**src/rtl/zrc_pkg.sv**
```systemverilog
package zrc_pkg;

  typedef enum logic {
    SCAN_FROM_TOP    = 1'b0,
    SCAN_FROM_BOTTOM = 1'b1
  } zrc_dir_e;

  typedef enum logic {
    SPAN_DOUBLE = 1'b0,
    SPAN_LOW    = 1'b1
  } zrc_span_e;

endpackage

```
**src/rtl/zrc_field_prep.sv**
```systemverilog
module zrc_field_prep
  import zrc_pkg::*;
#(
  parameter int DATA_W = 64,
  parameter int HALF_W = 32
) (
  input  logic [DATA_W-1:0] operand_i,
  input  zrc_dir_e          dir_i,
  input  zrc_span_e         span_i,
  output logic [DATA_W-1:0] field_o
);
  localparam int PAD_W = DATA_W - HALF_W;

  logic [DATA_W-1:0] rev_full;
  logic [HALF_W-1:0] rev_half;
  logic [PAD_W-1:0]  marker;

  assign marker = {1'b1, {(PAD_W-1){1'b0}}};

  for (genvar i = 0; i < DATA_W; i++) begin : g_rev_full
    assign rev_full[i] = operand_i[DATA_W-1-i];
  end

  for (genvar j = 0; j < HALF_W; j++) begin : g_rev_half
    assign rev_half[j] = operand_i[HALF_W-1-j];
  end

  // Left-align the examined field; in word mode a marker bit stops the scan at HALF_W.
  always_comb begin
    unique case ({dir_i, span_i})
      {SCAN_FROM_TOP,    SPAN_DOUBLE}: field_o = operand_i;
      {SCAN_FROM_TOP,    SPAN_LOW}:    field_o = {operand_i[HALF_W-1:0], marker};
      {SCAN_FROM_BOTTOM, SPAN_DOUBLE}: field_o = rev_full;
      default:                         field_o = {rev_half, marker};
    endcase
  end

endmodule

```
**src/rtl/zrc_group_enc.sv**
```systemverilog
module zrc_group_enc #(
  parameter int GROUP_W = 8,
  localparam int LZ_W   = $clog2(GROUP_W)
) (
  input  logic [GROUP_W-1:0] bits_i,
  output logic               nz_o,
  output logic [LZ_W-1:0]    lz_o
);
  logic hit;

  always_comb begin
    nz_o = |bits_i;
    lz_o = '0;
    hit  = 1'b0;
    for (int i = GROUP_W - 1; i >= 0; i--) begin
      if (!hit && bits_i[i]) begin
        lz_o = LZ_W'(GROUP_W - 1 - i);
        hit  = 1'b1;
      end
    end
  end

endmodule

```
**src/rtl/zrc_group_merge.sv**
```systemverilog
module zrc_group_merge #(
  parameter int DATA_W  = 64,
  parameter int GROUP_W = 8,
  localparam int NGRP   = DATA_W / GROUP_W,
  localparam int LZ_W   = $clog2(GROUP_W),
  localparam int CNT_W  = $clog2(DATA_W + 1)
) (
  input  logic [NGRP-1:0]      nz_i,
  input  logic [NGRP*LZ_W-1:0] lz_i,
  output logic [CNT_W-1:0]     cnt_o
);
  logic hit;

  // Group 0 holds the most significant bits of the aligned field.
  always_comb begin
    cnt_o = CNT_W'(DATA_W);
    hit   = 1'b0;
    for (int g = 0; g < NGRP; g++) begin
      if (!hit && nz_i[g]) begin
        cnt_o = CNT_W'(g * GROUP_W) + CNT_W'(lz_i[g*LZ_W +: LZ_W]);
        hit   = 1'b1;
      end
    end
  end

endmodule

```
**src/rtl/zero_run_counter.sv**
```systemverilog
module zero_run_counter
  import zrc_pkg::*;
#(
  parameter int DATA_W  = 64,
  parameter int HALF_W  = 32,
  parameter int GROUP_W = 8
) (
  input  logic [DATA_W-1:0] operand_i,
  input  logic              trail_i,
  input  logic              word_i,
  output logic [DATA_W-1:0] count_o
);
  localparam int NGRP  = DATA_W / GROUP_W;
  localparam int LZ_W  = $clog2(GROUP_W);
  localparam int CNT_W = $clog2(DATA_W + 1);

  logic [DATA_W-1:0]    field;
  logic [NGRP-1:0]      grp_nz;
  logic [NGRP*LZ_W-1:0] grp_lz;
  logic [CNT_W-1:0]     cnt;

  zrc_field_prep #(.DATA_W(DATA_W), .HALF_W(HALF_W)) prep_i (
    .operand_i (operand_i),
    .dir_i     (zrc_dir_e'(trail_i)),
    .span_i    (zrc_span_e'(word_i)),
    .field_o   (field)
  );

  for (genvar g = 0; g < NGRP; g++) begin : g_grp
    zrc_group_enc #(.GROUP_W(GROUP_W)) enc_i (
      .bits_i (field[DATA_W-1-g*GROUP_W -: GROUP_W]),
      .nz_o   (grp_nz[g]),
      .lz_o   (grp_lz[g*LZ_W +: LZ_W])
    );
  end

  zrc_group_merge #(.DATA_W(DATA_W), .GROUP_W(GROUP_W)) merge_i (
    .nz_i  (grp_nz),
    .lz_i  (grp_lz),
    .cnt_o (cnt)
  );

  assign count_o = {{(DATA_W-CNT_W){1'b0}}, cnt};

endmodule

```
**config.mk**
```make
export PLATFORM = sky130hd
export DESIGN_NAME = zero_run_counter
export DESIGN_NICKNAME = d
export VERILOG_FILES = /design/src/rtl/zrc_pkg.sv /design/src/rtl/zrc_field_prep.sv /design/src/rtl/zrc_group_enc.sv /design/src/rtl/zrc_group_merge.sv /design/src/rtl/zero_run_counter.sv
export SDC_FILE = /design/constraint.sdc
export NUM_CORES = 1
export LEC_CHECK = 0
export CELL_PAD_IN_SITES_DETAIL_PLACEMENT = 1
export CELL_PAD_IN_SITES_GLOBAL_PLACEMENT = 1
export CORE_UTILIZATION = 30
export DETAILED_ROUTE_END_ITERATION = 10
export DONT_BUFFER_PORTS = 1
export PLACE_DENSITY_LB_ADDON = 0.1
export SYNTH_ARGS = -nofsm -noshare
export SYNTH_HDL_FRONTEND = slang
export SYNTH_SLANG_ARGS = --single-unit
```
**constraint.sdc**
```tcl
create_clock -name vclk -period 3.7
set_input_delay 0.74 -clock vclk [all_inputs]
set_output_delay 0.74 -clock vclk [all_outputs]
set_load 0.01 [all_outputs]
```
=== After elaboration in Yosys (flattened, before gate mapping) ===
Cells that the tools add are included.

* Logic and storage cells: 272
* Bits of input ports: 66
* Output and inout bits: 64
* Register bits after elaboration: 0

* Eq/ne operators: 2
* Reduce and logical (&&, ||, !) cells: 135
* Mux-type cells: 128
* $add $sub $neg: 7

{| class="wikitable"
|+ Operators by type and width
! cell !! count
|-
| 64-bit case mux with 3 select lines || 1
|-
| 3-bit 2-to-1 mux || 32
|-
| 1-bit 2-to-1 mux || 71
|-
| 8-bit OR reduction || 8
|-
| 1-bit logical AND || 63
|-
| 1-bit zero test || 63
|-
| 7-bit 2-to-1 mux || 8
|-
| 2-bit 2-to-1 mux || 16
|-
| 6-bit by 3-bit adder with 7-bit output (first input constant) || 4
|-
| 5-bit by 3-bit adder with 6-bit output (first input constant) || 2
|-
| 4-bit by 3-bit adder with 5-bit output (first input constant) || 1
|-
| 2-bit by 1-bit == test with 1-bit output (second input constant) || 1
|-
| 2-bit == test (second input constant) || 1
|-
| 2-bit zero test || 1
|}

=== Longest topological paths before layout ===
* Word-level depth: 32
* Gate-level depth with buffers: 10
* Depth with buffers taken out: 7

=== Modules after synthesis ===
Synthesis repeated with hierarchy kept, for this count alone.

* Cells, all modules: 389
* Area total of the unflattened synthesis: 2645.0 um^2

{| class="wikitable"
|+ Modules (own cells, without submodules)
! module !! area each (um^2) !! cells each !! times used !! seq. area each (um^2)
|-
| zrc_field_prep || 1236.2 || 178 || 1 || 0.0
|-
| zrc_group_enc || 81.3 || 13 || 8 || 0.0
|-
| zero_run_counter || 431.7 || 58 || 1 || 0.0
|-
| zrc_group_merge || 326.6 || 49 || 1 || 0.0
|}

=== Worst setup path after synthesis ===
No wires, ideal clock.

* Path kind: input to output
* Start point: input word_i
* End point: output count_o[0]
* Stages: 9
* Setup slack: 181 ps
* Arrival time: 2779 ps
* Data required time: 2960 ps
* Path buffers: 3
* Cell sequence: buf_6 -> buf_6 -> buf_6 -> mux2_4 -> mux2i_1 -> nand4b_1 -> or4_4 -> a311o_1 -> a21oi_1

* Cells in the longest elaborated chain, start to end: 32
* Elaborated cells on any way between the ends: 272
* Classes of those cells: add/sub (7); eq/ne (2); mux (128); reduce/logical (135)

{| class="wikitable"
|+ RTL lines
! what !! line !! source
|-
| start, declared || zero_run_counter.sv:10 || <nowiki>input logic word_i,</nowiki>
|-
| 2-bit == test, or another cell as far along || zrc_field_prep.sv:30 || <nowiki>unique case ({dir_i, span_i})</nowiki>
|-
| 64-bit case mux with 3 select lines (*) || zrc_field_prep.sv:30 ||
|-
| 1-bit 2-to-1 mux || zrc_group_enc.sv:16 || <nowiki>if (!hit && bits_i[i]) begin</nowiki>
|-
| 1-bit zero test || zrc_group_enc.sv:16 ||
|-
| 1-bit logical AND || zrc_group_enc.sv:16 ||
|-
| 1-bit 2-to-1 mux || zrc_group_enc.sv:16 ||
|-
| 1-bit zero test || zrc_group_enc.sv:16 ||
|-
| 1-bit logical AND || zrc_group_enc.sv:16 ||
|-
| [... 11 more ...] || - ||
|-
| 1-bit logical AND || zrc_group_enc.sv:16 ||
|-
| 1-bit 2-to-1 mux || zrc_group_enc.sv:16 ||
|-
| 1-bit zero test || zrc_group_enc.sv:16 ||
|-
| 1-bit logical AND || zrc_group_enc.sv:16 ||
|-
| 3-bit 2-to-1 mux || zrc_group_enc.sv:16 ||
|-
| 4-bit by 3-bit adder with 5-bit output / 7-bit 2-to-1 mux (equally long branches) || zrc_group_merge.sv:20, zrc_group_merge.sv:19 ||
|-
| 7-bit 2-to-1 mux (6 in a row) || zrc_group_merge.sv:19 || <nowiki>if (!hit && nz_i[g]) begin</nowiki>
|-
| 7-bit 2-to-1 mux (*) || zrc_group_merge.sv:19 ||
|-
| end, declared || zero_run_counter.sv:11 || <nowiki>output logic [DATA_W-1:0] count_o</nowiki>
|}

Every way passes the cells marked *; elsewhere a longest branch is shown, timed or not.

=== Worst setup path in the final report ===
* Start point: input operand_i[30]
* End point: output count_o[3]

* Cells in the longest elaborated chain, start to end: 26
* Elaborated cells on any way between the ends: 66
* Classes of those cells: add/sub (2); mux (31); reduce/logical (33)

{| class="wikitable"
|+ RTL lines
! what !! line !! source
|-
| start, declared || zero_run_counter.sv:8 || <nowiki>input logic [DATA_W-1:0] operand_i,</nowiki>
|-
| 64-bit case mux with 3 select lines (*) || zrc_field_prep.sv:30 ||
|-
| 1-bit logical AND || zrc_group_enc.sv:16 ||
|-
| 1-bit 2-to-1 mux || zrc_group_enc.sv:16 ||
|-
| 1-bit zero test || zrc_group_enc.sv:16 ||
|-
| 1-bit logical AND || zrc_group_enc.sv:16 ||
|-
| 1-bit 2-to-1 mux || zrc_group_enc.sv:16 ||
|-
| 1-bit zero test || zrc_group_enc.sv:16 ||
|-
| 1-bit logical AND || zrc_group_enc.sv:16 ||
|-
| [... 8 more ...] || - ||
|-
| 1-bit logical AND || zrc_group_enc.sv:16 ||
|-
| 1-bit 2-to-1 mux || zrc_group_enc.sv:16 ||
|-
| 1-bit zero test || zrc_group_enc.sv:16 ||
|-
| 1-bit logical AND || zrc_group_enc.sv:16 ||
|-
| 3-bit 2-to-1 mux || zrc_group_enc.sv:16 ||
|-
| 6-bit by 3-bit adder with 7-bit output || zrc_group_merge.sv:20 || <nowiki>cnt_o = CNT_W'(g * GROUP_W) + CNT_W'(lz_i[g*LZ_W +: LZ_W]);</nowiki>
|-
| 7-bit 2-to-1 mux (3 in a row) || zrc_group_merge.sv:19 ||
|-
| 7-bit 2-to-1 mux (*) || zrc_group_merge.sv:19 ||
|}

Marks and branches as above.

==> impl_metrics.toml <==
[status]
status = "complete, no violations"

[global_route]
grt_max_degree = 79
globalRoute.totalOverflow = 0
grt_use_met2 = 0.348
grt_pass1_vias = 2344
antenna_found_initial = 0
busiest_layer = "met2"
grt_pass1_wl_um = 12600
grt_usage = 0.184
grtUsageMet1 = 0.231
grtUsageMet3 = 0.0246

[power]
p_clk_frac = 0
power.density_nw_per_um2 = 104
p_comb_frac = 1.000
swShare = 0.576
switchingPower_w = 0.000141
p_seq_frac = 0
p_leak_nw = 1.02
peakVddDrop_v = 0.0000319
internal_power_w = 0.000104

[worst_setup_path]
cp-end-kind = "primary output"
path_buf_inv = 1
critPathMaxStageDelay_ns = 0.56
worstPathMaxFanout = 5
path_class = "input pin to primary output"
crit_path_start_kind = "input pin"
critPathRequiredTime_ns = 2.96
path_cells = "or4_4, o31a_4, or4b_4, nor4_4, and2_1, o21ai_1, a21boi_1, buf_4"
cpMaxStageDelayCell = "or4b_4"
cp_top_family = "simple AND/OR/NAND/NOR gates"
arrival_ns = 2.77

[sta]
hold_viol = 0
min_period_over_period = 0.948
rsz0062_at_grt = "false"
min_period_ns = 3.51
whs_ns = 1.83
relSlewSlack = 0.535
max_clock_freq_mhz = 285
tns_ns = 0
setup_violations = 0
worst_slew_pin_slew_ns = 0.690
drv_slew = 0

[logic_synthesis]
yosys.area.top_type = "buf_4"
avgSynthCellArea_um2 = 6.99
yosysWarnings = 0
ys_seq_area_frac = 0
synth_area_leaders = "buf_4, mux2i_1, mux2_2, nor2_1, nand2_1"
syn-instance-count = 353
netlist_area_um2 = 2470
synth_cell_types = 61
synth_top_area_frac = 0.177

[layout]
area_delta_synth_final_pct = -4.11
finish.instance_area_um2 = 2360
final_util = 0.301
fillers = 1033
design.seq.count = 0
drive_above_1_share = 0.126
multi_input_area_um2 = 2090
insertedDiodeCount = 0
register_area_um2 = 0
fin_nets = 417
num-clock-buffers = 0

[floorplanning]
pin_count = 130
die_x_um = 92.7
dieArea_um2 = 8590
core_um2 = 7850
die_y_um = 92.7
start_util = 0.314
fp-row-count = 32

[routing]
vias = 2360
wl_per_cell_um = 18.3
ant_nets = 0
post-route-drc-count = 0
drt-initial-drc-count = 57
finalWirelength_um = 8250
firstDrtPassIters = 6
drt-vias-per-instance = 5.23

[placement]
hpwlAfterDp_um = 6990
gp_congestion = 0.885
dpl_cell_area_um2 = 2360
io_buffers = 0

[clock_tree]
cts_hold_buf = 0

[flow_run]
cap_violations = 0

[hold_path]
worstHoldPathType = "input pin to primary output"
==> layout by cell type, fill, tap and decap left out, drive strengths merged, types with 8 or more instances in the layout <==
cell,Yosys,layout
conb,1,57
nor2,35,35
mux2i,33,33
nand2,25,25
mux2,24,24
o21ai,22,22
a21oi,17,17
inv,16,16
buf,69,12
nand2b,10,10
nor3,10,10
a211oi,8,8
a31oi,8,8
==> timing repair <==
action,4_1_cts,5_1_grt
endpoints found under the setup margin,0,2
resized for setup,0,1
setup buffers,0,0
==> power by group through the flow <==
stage               registers, W  clock network (W)  logic [W]
finish                         0                  0   0.000245
global route                   0                  0   0.000271
CTS                            0                  0   0.000245
detailed placement             0                  0   0.000244
global placement               0                  0   0.000242
floorplan                      0                  0   0.000257
==> per-layer routing <==
| metal | up-vias | wire, um |
|---|---|---|
| met5 | - | 0 |
| li1 | 1163 | - |
| met2 | 82 | 4120 |
| met1 | 1113 | 3620 |
| met3 | 2 | 488 |
| met4 | 0 | 25 |
==> worst min-delay path, cell delays in order <==
cell and delay, ns:
a221oi_1 0.04, a31oi_1 0.20, a21oi_1 0.10
==> metrics by stage <==
step | cells | total power (W) | setup slack, ns
2_1_floorplan | 409 | 0.000257 | 0.181
3_3_place_gp | 451 | 0.000242 | 0.0440
3_5_place_dp | 451 | 0.000244 | 0.0490
4_1_cts | 451 | 0.000245 | 0.0412
5_1_grt | 451 | 0.000271 | 0.0854
6_report | 451 | 0.000245 | 0.193
==> synthesized netlist by cell type, types with 2 or more instances <==
library cell	n
buf_6	4
o22ai_1	7
nand3b_1	2
nor3_1	8
o21bai_1	2
o21a_1	3
nor2b_1	4
nor2_1	35
mux2i_1	32
nand2_1	25
a41oi_1	2
a31oi_1	8
mux2_1	6
o211ai_1	3
mux2_4	5
o32ai_1	3
o21ai_1	5
o32a_1	2
clkbuf_1	2
mux2_2	13
nand4_1	4
buf_2	5
o21ai_0	17
or2_2	4
buf_1	2
nor4_1	2
a21boi_0	3
buf_4	58
a21oi_1	17
nor3b_1	5
nand2b_1	10
a211oi_1	8
inv_1	16
nand4b_1	2
o22a_1	2
or4_4	2
==> logic make-up after synthesis <==
kind of cell / share of synthesized area
multiplexers: 0.253
AND/OR/NAND/NOR: 0.255
AO/OA/AOI/OAI: 0.250
other: 0.00152
buffers and inverters: 0.241
==> final cells by class <==
class,instances,share of cell area
Inverter,16,0.0254
Multi-Input combinational cell,321,0.883
Tap cell,102,0.0540
Timing Repair Buffer,12,0.0381
==> worst paths after layout <==
check | startpoint | endpoint | depth (start not counted)
worst max-delay path | operand_i[30] | count_o[3] | 8
worst min-delay path | word_i | count_o[0] | 3
No activity file was read; power rests on OpenSTA's default activity.
